`src/rtl/ptt_pkg.sv`:
```
package ptt_pkg;
  typedef enum logic [0:0] {
    XL_HIT   = 1'b0,
    XL_FAULT = 1'b1
  } xl_status_e;

  function automatic int unsigned ptr_w(input int unsigned depth);
    return (depth <= 2) ? 1 : $clog2(depth);
  endfunction
endpackage

```
`src/rtl/ptt_table.sv`:
```
module ptt_table #(
  parameter int unsigned PAGES   = 128,
  parameter int unsigned FRAME_W = 11,
  localparam int unsigned IDX_W  = $clog2(PAGES)
) (
  input  logic               clk,
  input  logic               rst_n,
  input  logic               wr_en,
  input  logic [IDX_W-1:0]   wr_idx,
  input  logic [FRAME_W-1:0] wr_frame,
  input  logic               wr_present,
  input  logic [IDX_W-1:0]   rd_idx,
  output logic [FRAME_W-1:0] rd_frame,
  output logic               rd_present
);
  logic [FRAME_W-1:0] frame_q   [PAGES];
  logic [PAGES-1:0]   present_q;

  for (genvar e = 0; e < PAGES; e++) begin : g_entry
    logic hit;
    assign hit = wr_en && (wr_idx == IDX_W'(e));

    always_ff @(posedge clk) begin
      if (!rst_n) begin
        present_q[e] <= 1'b0;
      end else if (hit) begin
        present_q[e] <= wr_present;
      end
    end

    always_ff @(posedge clk) begin
      if (hit) begin
        frame_q[e] <= wr_frame;
      end
    end
  end

  // Read is combinational from the registers: a write at the same edge
  // lands after this value is captured downstream, so lookups see old data.
  assign rd_frame   = frame_q[rd_idx];
  assign rd_present = present_q[rd_idx];
endmodule

```
`src/rtl/ptt_compose.sv`:
```
module ptt_compose
  import ptt_pkg::*;
#(
  parameter int unsigned LADDR_W   = 16,
  parameter int unsigned PAGE_BITS = 9,
  parameter int unsigned PADDR_W   = 20,
  localparam int unsigned VPN_W    = LADDR_W - PAGE_BITS,
  localparam int unsigned FRAME_W  = PADDR_W - PAGE_BITS
) (
  input  logic [LADDR_W-1:0] laddr,
  output logic [VPN_W-1:0]   page_idx,
  input  logic [FRAME_W-1:0] frame,
  input  logic               present,
  output logic [PADDR_W-1:0] paddr,
  output xl_status_e         status
);
  logic [PAGE_BITS-1:0] offset;

  assign page_idx = laddr[LADDR_W-1:PAGE_BITS];
  assign offset   = laddr[PAGE_BITS-1:0];

  always_comb begin
    if (present) begin
      status = XL_HIT;
      paddr  = {frame, offset};
    end else begin
      status = XL_FAULT;
      paddr  = '0;
    end
  end
endmodule

```
`src/rtl/ptt_rsp_fifo.sv`:
```
module ptt_rsp_fifo
  import ptt_pkg::*;
#(
  parameter int unsigned WIDTH = 21,
  parameter int unsigned DEPTH = 2,
  localparam int unsigned PTR_W = ptr_w(DEPTH),
  localparam int unsigned CNT_W = $clog2(DEPTH + 1)
) (
  input  logic             clk,
  input  logic             rst_n,
  input  logic             push,
  input  logic [WIDTH-1:0] push_data,
  output logic             full,
  output logic             out_valid,
  input  logic             out_ready,
  output logic [WIDTH-1:0] out_data
);
  logic [WIDTH-1:0] mem [DEPTH];
  logic [PTR_W-1:0] wr_ptr, rd_ptr;
  logic [CNT_W-1:0] count;
  logic             pop;

  assign full      = (count == CNT_W'(DEPTH));
  assign out_valid = (count != '0);
  assign pop       = out_valid && out_ready;
  assign out_data  = mem[rd_ptr];

  function automatic logic [PTR_W-1:0] bump(input logic [PTR_W-1:0] p);
    return (p == PTR_W'(DEPTH - 1)) ? '0 : p + 1'b1;
  endfunction

  always_ff @(posedge clk) begin
    if (!rst_n) begin
      wr_ptr <= '0;
      rd_ptr <= '0;
      count  <= '0;
    end else begin
      if (push) wr_ptr <= bump(wr_ptr);
      if (pop)  rd_ptr <= bump(rd_ptr);
      case ({push, pop})
        2'b10:   count <= count + 1'b1;
        2'b01:   count <= count - 1'b1;
        default: count <= count;
      endcase
    end
  end

  always_ff @(posedge clk) begin
    if (push) mem[wr_ptr] <= push_data;
  end
endmodule

```
`src/rtl/page_xlate.sv`:
```
module page_xlate
  import ptt_pkg::*;
#(
  parameter int unsigned LADDR_W   = 16,
  parameter int unsigned PAGE_BITS = 9,
  parameter int unsigned PADDR_W   = 20,
  parameter int unsigned RSP_DEPTH = 2,
  localparam int unsigned VPN_W    = LADDR_W - PAGE_BITS,
  localparam int unsigned FRAME_W  = PADDR_W - PAGE_BITS,
  localparam int unsigned PAGES    = 1 << VPN_W
) (
  input  logic               clk,
  input  logic               rst_n,
  input  logic               tbl_we,
  input  logic [VPN_W-1:0]   tbl_page,
  input  logic [FRAME_W-1:0] tbl_frame,
  input  logic               tbl_present,
  input  logic               req_valid,
  output logic               req_ready,
  input  logic [LADDR_W-1:0] req_laddr,
  output logic               rsp_valid,
  input  logic               rsp_ready,
  output logic [PADDR_W-1:0] rsp_paddr,
  output logic               rsp_fault
);
  logic [VPN_W-1:0]   look_idx;
  logic [FRAME_W-1:0] look_frame;
  logic               look_present;
  logic [PADDR_W-1:0] look_paddr;
  xl_status_e         look_status;
  logic               q_full;
  logic               accept;
  logic [PADDR_W:0]   q_out;

  ptt_table #(.PAGES(PAGES), .FRAME_W(FRAME_W)) u_table (
    .clk       (clk),
    .rst_n     (rst_n),
    .wr_en     (tbl_we),
    .wr_idx    (tbl_page),
    .wr_frame  (tbl_frame),
    .wr_present(tbl_present),
    .rd_idx    (look_idx),
    .rd_frame  (look_frame),
    .rd_present(look_present)
  );

  ptt_compose #(.LADDR_W(LADDR_W), .PAGE_BITS(PAGE_BITS), .PADDR_W(PADDR_W)) u_compose (
    .laddr   (req_laddr),
    .page_idx(look_idx),
    .frame   (look_frame),
    .present (look_present),
    .paddr   (look_paddr),
    .status  (look_status)
  );

  assign req_ready = !q_full;
  assign accept    = req_valid && req_ready;

  ptt_rsp_fifo #(.WIDTH(PADDR_W + 1), .DEPTH(RSP_DEPTH)) u_rsp (
    .clk      (clk),
    .rst_n    (rst_n),
    .push     (accept),
    .push_data({look_status == XL_FAULT, look_paddr}),
    .full     (q_full),
    .out_valid(rsp_valid),
    .out_ready(rsp_ready),
    .out_data (q_out)
  );

  assign rsp_fault = q_out[PADDR_W];
  assign rsp_paddr = q_out[PADDR_W-1:0];
endmodule

```
`config.mk`:
```
export PLATFORM = sky130hd
export DESIGN_NAME = page_xlate
export DESIGN_NICKNAME = d
export VERILOG_FILES = /design/src/rtl/ptt_pkg.sv /design/src/rtl/ptt_table.sv /design/src/rtl/ptt_compose.sv /design/src/rtl/ptt_rsp_fifo.sv /design/src/rtl/page_xlate.sv
export SDC_FILE = /design/constraint.sdc
export NUM_CORES = 2
export LEC_CHECK = 0
export BUFFER_PORTS_ARGS = -buffer_cell sky130_fd_sc_hd__buf_2
export CAP_MARGIN = 20
export CORE_MARGIN = 2
export CORE_UTILIZATION = 50
export DETAILED_ROUTE_END_ITERATION = 12
export GPL_TIMING_DRIVEN = 0
export PLACE_DENSITY = 0.69
export SYNTH_ARGS = -nofsm -noshare
export SYNTH_HDL_FRONTEND = slang
export SYNTH_HIERARCHICAL = 1
export SYNTH_SLANG_ARGS = --single-unit
```
`constraint.sdc`:
```
create_clock -name clk -period 5.4 [get_ports clk]
set_input_delay 1.35 -clock clk [delete_from_list [all_inputs] [get_ports clk]]
set_output_delay 1.35 -clock clk [all_outputs]
set_load 0.01 [all_outputs]
```
==> results.cfg <==
[run_status]
status = finished clean

[cts]
cts_buffers = 157
cts_setup_buffers = 0
cts_buffer_depth = 3
cts-root-buf = clkbuf_16
clk_latency_ns = 0.78
htreeDepth = 4
cts_tree = built
cts.sinks = 1583
cts.clk_slew.worst_paths_ns = 0.06
ctsResizeCount = 0
cts_hold_buffers = 0

[final_layout]
fillers = 8621
final_common_cell = edfxtp_1
num-nets-final = 3167
area_delta_synth_final_pct = 15.4
drive_gt1_frac = 0.337
mostFrequentLayoutCells = edfxtp_1 (1,450), mux4_2 (504), clkbuf_16 (161)

[route]
dr.first_iter.drc_count = 3966
dr.pass1.iters = 5
drc_errors = 0
viasPerCell = 6.23
ant_nets = 0
num_vias = 30500
wl_per_cell_um = 31.4
wl_mm = 154

[sta]
fin_crit_sh = 0.955
fmax_mhz = 194
final-setup-viol-count = 0
tightestPinTransition_ns = 1.26
max_slew_margin = 0.161
fin_crit_ns = 5.16
holdWs_ns = 0.519
fin_skew_ns = 0.0321
rsz0062_at_grt = false
drv_slew = 0
hold_viol = 0

[logic_synthesis]
synth-seq-cells = 1583
synthArstFlopShare = 0
ys_warn_count = 6
syn-num-nets = 2838
synth_edf_count = 1450
synthDistinctLibCells = 31
syn_area_mm2 = 0.0621
avgSynthCellArea_um2 = 22.2
ys.flop_type = edfxtp_1
syn_inst = 2797
synth_seq_area_share = 0.744

[power_and_ir_drop]
power_density_mw_per_mm2 = 364
finalPower_mw = 26.1
leakagePower_nw = 22.6
ir_worst_vdd_mv = 0.328

[global_route]
grt_max_degree = 85
first_global_vias = 30600
gr-usage-all-layers = 0.244
antenna_found_initial = 14
overflow = 0
grt_pass1_wl_mm = 220

[critical_path]
cp.arrival_ns = 5.66
critical_path_class = input pin to flop
reg2regPathDepth = 5
critPathCaptureType = flop
cp.required_ns = 5.90
start_kind = input pin
cp_max_fo = 10
r2r_setup_slack_ns = 2.47
timing.rr.start = u_table/frame_q[90][5]
rr_endpoint = u_rsp/mem[1][14]

[placement]
place_hpwl_mm = 106
gp_congestion = 0.938
port-buffer-count = 51

[hold_path]
whs_endpoint = u_table/present_q[19]
min_from = u_table/present_q[19]
whs_path_depth = 2
hold_path.class = flop to flop

[floorplanning]
dieArea_mm2 = 0.127
die_x_um = 356
ioPinCount = 63
rows = 129
start_util = 0.503
core_area_mm2 = 0.123
die_h_um = 356

[flow_run]
drv_cap = 0
[per-layer routing]
metal | global-route usage | up-vias | wire, um
met5 | 0 | - | 47
met4 | 0.0781 | 6 | 4730
met3 | 0.0590 | 257 | 15000
met2 | 0.387 | 1624 | 74500
met1 | 0.338 | 16200 | 59400
li1 | - | 12400 | -
[critical path, cell delays in order]
cell and delay (ns):
buf_4 0.11, clkbuf_1 0.19, clkbuf_1 0.91, buf_1 0.91, mux4_2 0.44, mux4_2 0.54
mux4_2 0.50, mux2_2 0.35, buf_4 0.19, and2_1 0.15
[synthesized netlist by cell type (4+ instances only)]
master	count	share of area
and2_1	22	0.0022
buf_1	26	0.0016
and3b_1	5	0.00071
or3b_2	4	0.00056
buf_2	31	0.0025
nor3_1	97	0.0078
mux4_2	504	0.18
nor3b_1	4	0.00048
mux2_2	33	0.0060
nor2b_1	132	0.013
edfxtp_1	1450	0.70
mux2i_1	128	0.021
clkbuf_1	110	0.0066
nand3b_1	5	0.00060
dfxtp_1	133	0.043
buf_4	22	0.0027
inv_1	35	0.0021
nand3_1	34	0.0027
[where the power goes]
group          internal [mW]  total, mW  switching [mW]
logic                  0.664       1.68            1.01
registers               13.5       13.5          0.0321
clock network           6.35       10.9            4.58
total                   20.5       26.1            5.63
[sequential cells by signal (all words and copies together) (netlist names), named ones only]
| name | cells |
|---|---|
| u_table/present_q | 128 |
| u_rsp/mem | 42 |
| u_table/frame_q | 1408 |
| u_rsp/count | 2 |
| u_rsp/wr_ptr | 1 |
| u_rsp/rd_ptr | 1 |
[worst max path at each step]
stage / start / end / slack (ns) / cells past startpoint
finish: req_laddr[11] / u_rsp/mem[0][4] / 0.24 / 10
detailed placement: req_laddr[11] / u_rsp/mem[0][19] / -0.47 / 10
global route: req_laddr[11] / u_rsp/mem[0][4] / 0.26 / 10
CTS: req_laddr[11] / u_rsp/mem[1][4] / 0.32 / 10
floorplan: req_laddr[9] / u_rsp/mem[0][10] / 1.02 / 9
global placement: req_laddr[11] / u_rsp/mem[0][15] / -0.66 / 9
[cell type report]
type                       count  area, um^2  share of cell area
clock inverter                88         960              0.0134
sequential                  1583       46200               0.645
buffer                       192         865              0.0121
tap                         1637        2050              0.0286
clock buffer                 199        4230              0.0590
inverter                      35         131             0.00183
timing repair buffer         170        1850              0.0258
antenna                        3        7.51            0.000105
multi-input combinational    987       15400               0.215
[kinds of logic (layout without fill, tap and decap cells)]
logic type / after synthesis / in the layout / share of synthesized area
mux: 665 / 665 / 0.209
other cells: 0 / 3 / 0
compound gates: 4 / 4 / 0.000443
fa+ha+maj: 1 / 1 / 0.000201
flops: 1583 / 1583 / 0.744
simple gates: 314 / 314 / 0.0295
xor+xnor: 3 / 3 / 0.000423
buf+inv: 227 / 684 / 0.0160
[through the flow]
| stage | worst slack [ns] | TNS [ns] | cell area, um^2 | cells | utilization |
|---|---|---|---|---|---|
| 6_report | 0.242 | 0 | 71700 | 4894 | 0.581 |
| 5_1_grt | 0.259 | 0 | 71700 | 4891 | 0.580 |
| 2_1_floorplan | 1.02 | 0 | 62100 | 2797 | - |
| 3_3_place_gp | -0.664 | -26.36 | 64400 | 4485 | 0.522 |
| 3_5_place_dp | -0.465 | -18.39 | 66400 | 4600 | 0.538 |
| 4_1_cts | 0.324 | 0 | 71600 | 4887 | 0.580 |
No activity file was read; power rests on OpenSTA's default activity.
